### config.mk
export PLATFORM = sky130hd
export DESIGN_NAME = seg_xlate
export DESIGN_NICKNAME = d
export VERILOG_FILES = /design/src/rtl/seg_xlate.sv
export SDC_FILE = /design/constraint.sdc
export NUM_CORES = 1
export LEC_CHECK = 0
export ABC_AREA = 0
export BUFFER_PORTS_ARGS = -buffer_cell sky130_fd_sc_hd__buf_2
export CORE_MARGIN = 2
export CORE_UTILIZATION = 48
export CTS_BUF_LIST = sky130_fd_sc_hd__clkbuf_4 sky130_fd_sc_hd__clkbuf_8
export DETAILED_ROUTE_END_ITERATION = 7
export PLACE_DENSITY = 0.66
export SLEW_MARGIN = 40
export SYNTH_ARGS = -nofsm -noshare
export SYNTH_HDL_FRONTEND = slang
export SYNTH_SLANG_ARGS = --single-unit
### constraint.sdc
create_clock -name clk -period 12.1 [get_ports clk]
set_input_delay 1.815 -clock clk [delete_from_list [all_inputs] [get_ports clk]]
set_output_delay 1.815 -clock clk [all_outputs]
set_load 0.01 [all_outputs]
### src/rtl/seg_xlate.sv
module seg_xlate #(
  parameter int SEGS = 8,
  parameter int AW   = 16
) (
  input  logic                    clk,
  input  logic                    rst_n,
  input  logic                    req_valid,
  input  logic [$clog2(SEGS)-1:0] req_seg,
  input  logic [AW-1:0]           req_off,
  input  logic [1:0]              req_acc,
  input  logic                    cfg_we,
  input  logic [$clog2(SEGS)-1:0] cfg_idx,
  input  logic [AW-1:0]           cfg_base,
  input  logic [AW-1:0]           cfg_limit,
  input  logic [2:0]              cfg_perm,
  input  logic                    cfg_valid,
  output logic                    out_valid,
  output logic [AW:0]             out_addr,
  output logic                    out_fault,
  output logic [1:0]              out_cause
);
  localparam int PW = AW + 1;

  logic [AW-1:0] tbl_base [SEGS];
  logic [AW-1:0] tbl_lim  [SEGS];
  logic [2:0]    tbl_perm [SEGS];
  logic [SEGS-1:0] tbl_vld;

  logic          hit_vld;
  logic          perm_ok;
  logic          in_bounds;
  logic [1:0]    cause;
  logic [PW-1:0] sum;

  assign hit_vld   = tbl_vld[req_seg];
  assign in_bounds = req_off < tbl_lim[req_seg];
  assign sum       = {1'b0, tbl_base[req_seg]} + {1'b0, req_off};

  always_comb begin
    case (req_acc)
      2'b00:   perm_ok = tbl_perm[req_seg][2];
      2'b01:   perm_ok = tbl_perm[req_seg][1];
      2'b10:   perm_ok = tbl_perm[req_seg][0];
      default: perm_ok = 1'b0;
    endcase
  end

  always_comb begin
    if (!hit_vld)        cause = 2'b11;
    else if (!perm_ok)   cause = 2'b10;
    else if (!in_bounds) cause = 2'b01;
    else                 cause = 2'b00;
  end

  always_ff @(posedge clk) begin
    if (!rst_n) begin
      tbl_vld <= '0;
    end else if (cfg_we) begin
      tbl_vld[cfg_idx] <= cfg_valid;
    end
  end

  always_ff @(posedge clk) begin
    if (cfg_we) begin
      tbl_base[cfg_idx] <= cfg_base;
      tbl_lim[cfg_idx]  <= cfg_limit;
      tbl_perm[cfg_idx] <= cfg_perm;
    end
  end

  always_ff @(posedge clk) begin
    if (!rst_n) begin
      out_valid <= 1'b0;
      out_fault <= 1'b0;
      out_cause <= 2'b00;
      out_addr  <= '0;
    end else begin
      out_valid <= req_valid && (cause == 2'b00);
      out_fault <= req_valid && (cause != 2'b00);
      out_cause <= req_valid ? cause : 2'b00;
      out_addr  <= (req_valid && cause == 2'b00) ? sum : '0;
    end
  end

  p_one_outcome_r6: assert property (@(posedge clk) disable iff (!rst_n)
    !(out_valid && out_fault));

  p_req_answered_r6: assert property (@(posedge clk) disable iff (!rst_n)
    req_valid |=> (out_valid || out_fault));

  p_quiet_idle_r6: assert property (@(posedge clk) disable iff (!rst_n)
    !req_valid |=> (!out_valid && !out_fault));

  p_cause_match_r9: assert property (@(posedge clk) disable iff (!rst_n)
    out_fault == (out_cause != 2'b00));

  p_fault_addr_zero_r9: assert property (@(posedge clk) disable iff (!rst_n)
    out_fault |-> (out_addr == '0));

  p_bounds_reject_r3: assert property (@(posedge clk) disable iff (!rst_n)
    (req_valid && tbl_vld[req_seg] && req_off >= tbl_lim[req_seg]) |=> out_fault);

endmodule

==> metrics list, run 1 <==
- Result of the run: complete, no violations
- Remaining antenna violation count: 0
* Initial standard-cell utilization of the core: 48.68%
- Number of buffers inserted during clock tree synthesis: 52
- Synthesis produced a netlist with a net count of 743.
* Clock slew seen by the registers of the worst setup and hold paths: 0.06 ns
- Setup Viol. Count Final: 0
* Fraction of registers with async set or reset after synthesis: 0%
- Data on the critical path is required at its endpoint by 12.56 ns.
- Sw power: 522.4 µW
- Master cell of the clock root buffer: sky130_fd_sc_hd__clkbuf_8
- RePlAce Congestion: 0.8787
- Commonest non-fill, non-tap cell in the layout: sky130_fd_sc_hd__edfxtp_1
- In the synthesized netlist the dominant register cell turns out to be sky130_fd_sc_hd__edfxtp_1.
- Headroom to the max-slew limit came out at 46.68%.
- STA classifies the critical path startpoint as an input pin.
* Maximum number of pins on one net before global-route repair: 47
- The clock tree synthesis step divided the H-tree into 2 levels.
* Register bit count reported by yosys: 309
* TritonCTS clock tree: done
* Fin. Hold Viols: 0
* CP Data Arrival Time: 5.89 ns
* Worst slew pin tran: 0.7979 ns
- During placement, the flow inserted port buffers numbering 84.
- Number of global-route vias before repair: 6836
* Gate count after technology mapping: 647
- Number of cell rows: 59
* Global route overflow: 0
* Comb power frac: 8.3%
* Switching share of total power: 22.17%
- Core region area: 0.02591 mm²
* Tightest Hold Check Type: reg2reg
- The first global-routing pass estimated 40140 µm of wire.
* Most frequent cells in the layout: sky130_fd_sc_hd__edfxtp_1, sky130_fd_sc_hd__buf_2, sky130_fd_sc_hd__mux4_2
* Number of synthesized flops with an enable pin: 280
* Fin area: 0.01460 mm²
- Number of design-rule violations left by the first detailed-router iteration: 559
- Across the routed clock network, the largest skew measured is 0.01541 ns.
- Horiz. Die Dim: 166.1 µm
- The clock drives 309 sinks.
- Clock share of power: 40.6%
* Achievable frequency: 184.4 MHz
* Cell area after synthesis: 0.01261 mm²
- Largest fanout on the critical path: 46
* Max-cap violation count: 0
- From synthesis to final layout, the design area changed by 15.76%.
- Setup repair after global routing left no endpoint under its margin.
* Part of the power in registers: 51.1%
- Routed via count divided by cell count: 5.684
- Post-Route Setup TNS: 0 ns
- The tightest hold path in the finished design has a slack of 0.4840 ns.
* Worst VDD drop: 0.09610 mV
- Buffer depth of the longest clock path: 3
* Final Net Count: 870
* Height of the chip: 166.1 µm
- Static Leakage: 5.097 nW
- Number of filler instances in the final layout: 1942
* Proportion of synthesized chip area in sequential cells: 71.26%
- Number of detailed-route iterations in the first pass: 5
- The final count of pins violating max slew is 0.
* Die ar.: 0.02759 mm²
- P per Cell Area: 161.4 mW/mm²
- Critical Path End Type: register
- Summed over all nets, the half-perimeter wirelength after detailed placement is 16060 µm.
- Number of antenna violations at the first check in global routing: 3
* CTS-repair resized insts: 0
- Total via count after detailed routing: 6554
- Once the clock tree was built, the setup fixing pass inserted 0 buffers.
- The routed design could run at a clock period as short as 5.424 ns.
- Type of the worst setup path: in2reg
* Cts-stage hold buffer count: 0
* DRC: 0
- In the final layout, the share of cells above drive strength 1 is 35.62%.
- Dividing the final minimum period by the clock period gives 44.83%.
* Internal power summed over all cells: 1.834 mW
- The routed design has 26790 µm of wire.
* Total global routing track utilization: 19.55%
* Standard cell area after detailed placement: 0.01348 mm²
* Total I/O pin count: 85
* Final routed wire length divided by cell count: 23.24 µm
- At the later pin of the worst-skew pair, clock insertion delay measures 0.56 ns.
- Total power: 2.357 mW
* Yosys cell types: 58
- A synthesized cell averages 19.50 µm².
- The Yosys step of the flow raised 0 warnings.
## metal layers
layer / vias to the layer above / wire, µm / global-route usage (%)
met3: 32 / 1599 / 4.981
li1: 2936 / - / -
met2: 211 / 13050 / 31.41
met5: - / 30 / 0
met4: 4 / 429 / 5.028
met1: 3371 / 11680 / 27.05
## cell type report
class	count	area, µm²	area share, %
Tap cell	335	419.2	2.871
Antenna cell	1	2.502	0.01714
Multi-Input combinational cell	308	3527	24.16
Clock inverter	18	115.1	0.7883
Inverter	7	26.28	0.1799
Clock buffer	79	1006	6.889
Sequential cell	309	8989	61.56
Timing Repair Buffer	96	516.7	3.539
## worst max-delay path, cell delays in order
cell	delay [ns]
sky130_fd_sc_hd__buf_4	0.44
sky130_fd_sc_hd__buf_6	0.59
sky130_fd_sc_hd__mux4_2	0.58
sky130_fd_sc_hd__mux2i_1	0.21
sky130_fd_sc_hd__ha_1	0.29
sky130_fd_sc_hd__a2111oi_0	0.43
sky130_fd_sc_hd__o21ai_0	0.23
sky130_fd_sc_hd__a2111oi_4	0.32
sky130_fd_sc_hd__o21ai_2	0.17
sky130_fd_sc_hd__nor3_4	0.46
sky130_fd_sc_hd__nor4b_2	0.30
## registers in the layout (all words and copies together), names as in the netlist
signal	cells
out_addr	17
out_cause	2
out_fault	1
out_valid	1
tbl_base	128
tbl_lim	128
tbl_perm	24
tbl_vld	8
## cells in the mapped netlist, drive strengths merged, types with 4 or more instances
library cell | n | area, µm²
a2111oi | 4 | 53.81
a21boi | 7 | 52.55
a21o | 5 | 37.54
a21oi | 18 | 90.09
and2 | 9 | 58.81
and3 | 4 | 25.02
buf | 18 | 107.6
clkbuf | 5 | 18.77
dfxtp | 29 | 580.6
edfxtp | 280 | 8408
ha | 31 | 387.9
inv | 7 | 26.27
mux2 | 18 | 202.7
mux2i | 19 | 190.2
mux4 | 71 | 1603
nand2 | 18 | 67.56
nand2b | 9 | 56.30
nor2 | 16 | 60.06
nor2b | 5 | 31.28
nor3 | 7 | 46.30
nor4 | 4 | 25.02
o21ai | 19 | 98.84
xor2 | 5 | 43.79
## cell families (layout without fill, tap and decap cells)
| group | after synthesis | after routing | synth area share, % |
|---|---|---|---|
| XOR/XNOR | 7 | 7 | 0.4861 |
| other | 0 | 1 | 0 |
| multiplexers | 108 | 108 | 15.82 |
| AO/OA/AOI/OAI | 71 | 71 | 4.028 |
| adder cells (fa/ha/maj) | 32 | 32 | 3.234 |
| AND/OR/NAND/NOR | 90 | 90 | 3.958 |
| buffers and inverters | 30 | 200 | 1.210 |
| flip-flops | 309 | 309 | 71.26 |
## metrics by stage
stage                     setup WS (ns)  utilization (%)  cells
after floorplan                   7.043                -    647
after global placement            5.894            52.00   1055
after detailed placement          5.986            52.02   1055
after CTS                         6.615            56.34   1152
after global routing              6.348            56.34   1152
final                             6.676            56.35   1153
## power groups by stage
stage / Combinational, mW / Clock, mW / Sequential (mW)
global route: 0.213 / 1.03 / 1.21
global placement: 0.189 / 0 / 1.22
floorplan: 0.128 / 0 / 1.23
CTS: 0.196 / 0.978 / 1.21
finish: 0.194 / 0.957 / 1.20
detailed placement: 0.194 / 0 / 1.23
## path summary, 6_finish.rpt
check / cells after the start / start / to / slack [ns]
worst max-delay path: 11 / req_seg[0] / out_addr[12] / 6.68
worst min-delay path: 2 / tbl_vld[3] / tbl_vld[3] / 0.48
worst max register to register: 9 / tbl_lim[7][3] / out_addr[12] / 8.76
worst min register to register: 2 / tbl_vld[3] / tbl_vld[3] / 0.48
Power figures use the tool's default switching activity.
==> run 2: changes to the inputs <==
- clock period: 12.1 -> 5.55 ns (I/O delays scaled with it)
==> run 2 against run 1 <==
Against the previous run: register-to-register slack got worse by 6.5 ns; clock-buffer cell count fell by 10; combinational power grew 120%; cell count shrank 0.52%; non-clock buffer count grew 3; first-iteration DRC count grew 19%; total power rose by 110%.
==> metrics list, run 2 (same netlist as run 1, synthesis figures left out) <==
* Wire length of the first global-routing pass: 41860 µm (+4.3%)
* Horiz. Die Dim: 166.1 µm (unchanged)
- Fin area: 0.01453 mm² (-0.49%)
* Share of post-route cells with drive strength above 1: 35.10% (-0.52 points)
* DRC: 0 (unchanged)
- Post-CTS setup buffer count: 0 (unchanged)
- The worst-case clock skew is 0.02394 ns (+0.008530 ns).
* Achievable frequency: 250.7 MHz
- Detailed Place HPWL: 17470 µm (+8.8%)
* Largest fanout on the critical path: 39 (-15%)
- The overall routed net length is 27460 µm (+2.5%).
* Slack of the worst reg-to-reg path: 2.24 ns (-6.52 ns)
- P per Cell Area: 346.4 mW/mm² (+110%)
- Final critical path time including I/O delays and setup: 3.988 ns
* Endpoint of the worst hold path: tbl_vld[3]
* Global route overflow: 0 (unchanged)
- The routed via count is 6530 (-0.37%).
- Setup repair after global routing left no endpoint under its margin.
- Worst path bufs/invs: 2 (unchanged)
- The total setup violations reported at the end of the flow came to 0 (unchanged).
- The number of cells on the worst reg-to-reg path came to 9 (unchanged).
- Commonest non-fill, non-tap cell in the layout: sky130_fd_sc_hd__edfxtp_1
- # placed instances: 1058 (+0.28%)
* Number of antenna violations at the first check in global routing: 2 (-1)
* Clock slew seen by the registers of the worst setup and hold paths: 0.06 ns (about the same)
* Period utilization: 71.86%
* Critical path startpoint category: input pin
- The number of nets with antenna violations after routing is 0 (unchanged).
- Required time reported for the critical path endpoint: 6.00 ns (-6.56 ns)
- The core footprint was 0.02591 mm² (unchanged).
* Total power: 5.034 mW (+110%)
* Skew-Pair Late Insertion Delay: 0.56 ns (about the same)
- Maximum number of pins on one net before global-route repair: 40 (-15%)
- Static Leakage: 5.059 nW (-0.74%)
- The area of the multi-input gates came to 0.003527 mm² (unchanged).
* Initial standard-cell utilization of the core: 48.68% (unchanged)
- Standard cell area after detailed placement: 0.01351 mm² (+0.23%)
- Number of detailed-route iterations in the first pass: 5 (unchanged)
- TritonCTS built the clock tree.
- In the final layout, the registers with the most flip-flops are tbl_base x128, tbl_lim x128, tbl_perm x24.
- Critical Path End Type: register
- The die boundary height came to 166.1 µm (unchanged).
- Die ar.: 0.02759 mm² (unchanged)
* Startpoint of the worst register-to-register path: tbl_lim[7][3]
- The number of nets at the end of the flow was 870 (unchanged).
* Seq. cell area: 0.008989 mm² (unchanged)
- The worst register-to-register path ends at out_addr[16].
- Number of cell rows: 59 (unchanged)
- The post-detailed-route wirelength per cell is 23.94 µm (+3.0%).
- Worst hold-check slack: 0.4823 ns (-0.001739 ns)
- The number of maximum-capacitance constraint violations was 0 (unchanged).
- Most frequent cells in the layout: sky130_fd_sc_hd__edfxtp_1, sky130_fd_sc_hd__buf_2, sky130_fd_sc_hd__mux4_2
- Total I/O pin count: 85 (unchanged)
- The number of standard cells in the layout, taps in and fillers out was 1147 (-0.52%).
* Number of buffers inserted during clock tree synthesis: 49 (-5.8%)
- Number of I/O port buffers: 84 (unchanged)
- The number of global-route vias before repair is 7031 (+2.9%).
- The final-layout fill cell count is 1962 (+1.0%).
- In this run the worst hold path is classified as reg2reg.
* CP Data Arrival Time: 4.44 ns (-1.45 ns)
- Worst slew pin tran: 0.7585 ns (-0.03945 ns)
- Result of the run: complete, no violations
- Pre-CTS setup slack: 0.9814 ns (-5.004 ns)
- Max H-tree Level: 2 (unchanged)
* RePlAce Congestion: 0.8390 (-4.5%)
* Startpoint of the most critical hold path: tbl_vld[3]
- Antenna diode count: 0 (-1)
- The global routing usage summed across all routing layers was 20.24% (+0.70 points).
* Routed via count divided by cell count: 5.693 (+0.15%)
* Cell family contributing the most delay on the critical path: buffers and inverters
- Post-Route Setup TNS: 0 ns (unchanged)
- Max-slew headroom: 49.44% (+2.8 points)
- The maximum cell stage delay along the critical path was 0.57 ns (-0.02 ns).
- The worst setup margin was 1.562 ns (-5.114 ns).
- The largest vdd supply drop is 0.2420 mV (+150%).
* Clock Sinks: 309 (unchanged)
- Fin. Hold Viols: 0 (unchanged)
- Traced cell by cell, the critical path runs through buf_4, buf_4, mux4_2, mux2i_1, ha_1, a21oi_1, o21ai_0, a2111oi_4, o21ai_2, nor3_4, nor3b_1.
- The final count of pins violating max slew is 0 (unchanged).
- The number of buffers between clock root and the deepest sink was 3 (unchanged).
- The slowest stage of the critical path is the sky130_fd_sc_hd__buf_4 cell.
- CTS-repair resized insts: 0 (unchanged)
* Area Growth Syn to Fin: 15.20%
- CTS placed an instance of sky130_fd_sc_hd__clkbuf_8 at the clock tree root.
- Cts-stage hold buffer count: 0 (unchanged)
- The post-layout utilization of the core was 56.08% (-0.28 points).
* Library cell appearing most often on the critical path: sky130_fd_sc_hd__buf_4
- Type of the worst setup path: in2reg
- The number of stages on the worst hold path was 2 (unchanged).
- Number of design-rule violations left by the first detailed-router iteration: 664 (+19%)
run 2: power by group:
| part | internal (mW) | leakage, nW | switching (mW) |
|---|---|---|---|
| Combinational | 0.182 | 1.74 | 0.247 |
| Sequential | 2.61 | 2.78 | 0.0166 |
| Clock | 1.13 | 0.542 | 0.848 |
| Total | 3.92 | 5.06 | 1.11 |
run 2: worst max-delay path by stage:
stage                from            to  slack [ns]  depth (start not counted)
2_1_floorplan  cfg_idx[0]    tbl_vld[0]        1.48                          4
3_3_place_gp   req_seg[0]  out_addr[12]        1.03                         11
3_5_place_dp   req_seg[0]  out_addr[12]        0.98                         11
4_1_cts        req_seg[0]  out_addr[12]        1.57                         11
5_1_grt        req_seg[0]  out_addr[16]        1.30                         11
6_report       req_seg[0]  out_addr[16]        1.56                         11
run 2: tightest hold or removal path, cell delays in order (launching register included):
cell and delay, ns:
sky130_fd_sc_hd__dfxtp_1 0.30, sky130_fd_sc_hd__o21ai_0 0.06, sky130_fd_sc_hd__a21boi_0 0.07
run 2: final cells by class:
class	instances	area share (%)
multi-input combinational	308	24.27
sequential	309	61.86
timing repair buffer	99	3.772
clock buffer	69	5.847
tap	335	2.885
inverter	7	0.1808
clock inverter	20	1.180
run 2: per-layer routing:
metal  vias up  global-route usage [%]  wire (µm)
met5         -                       0         23
met4         4                   6.087        531
met3        43                   4.194       1801
met2       230                   32.76      13350
met1      3327                   28.06      11750
li1       2926                       -          -
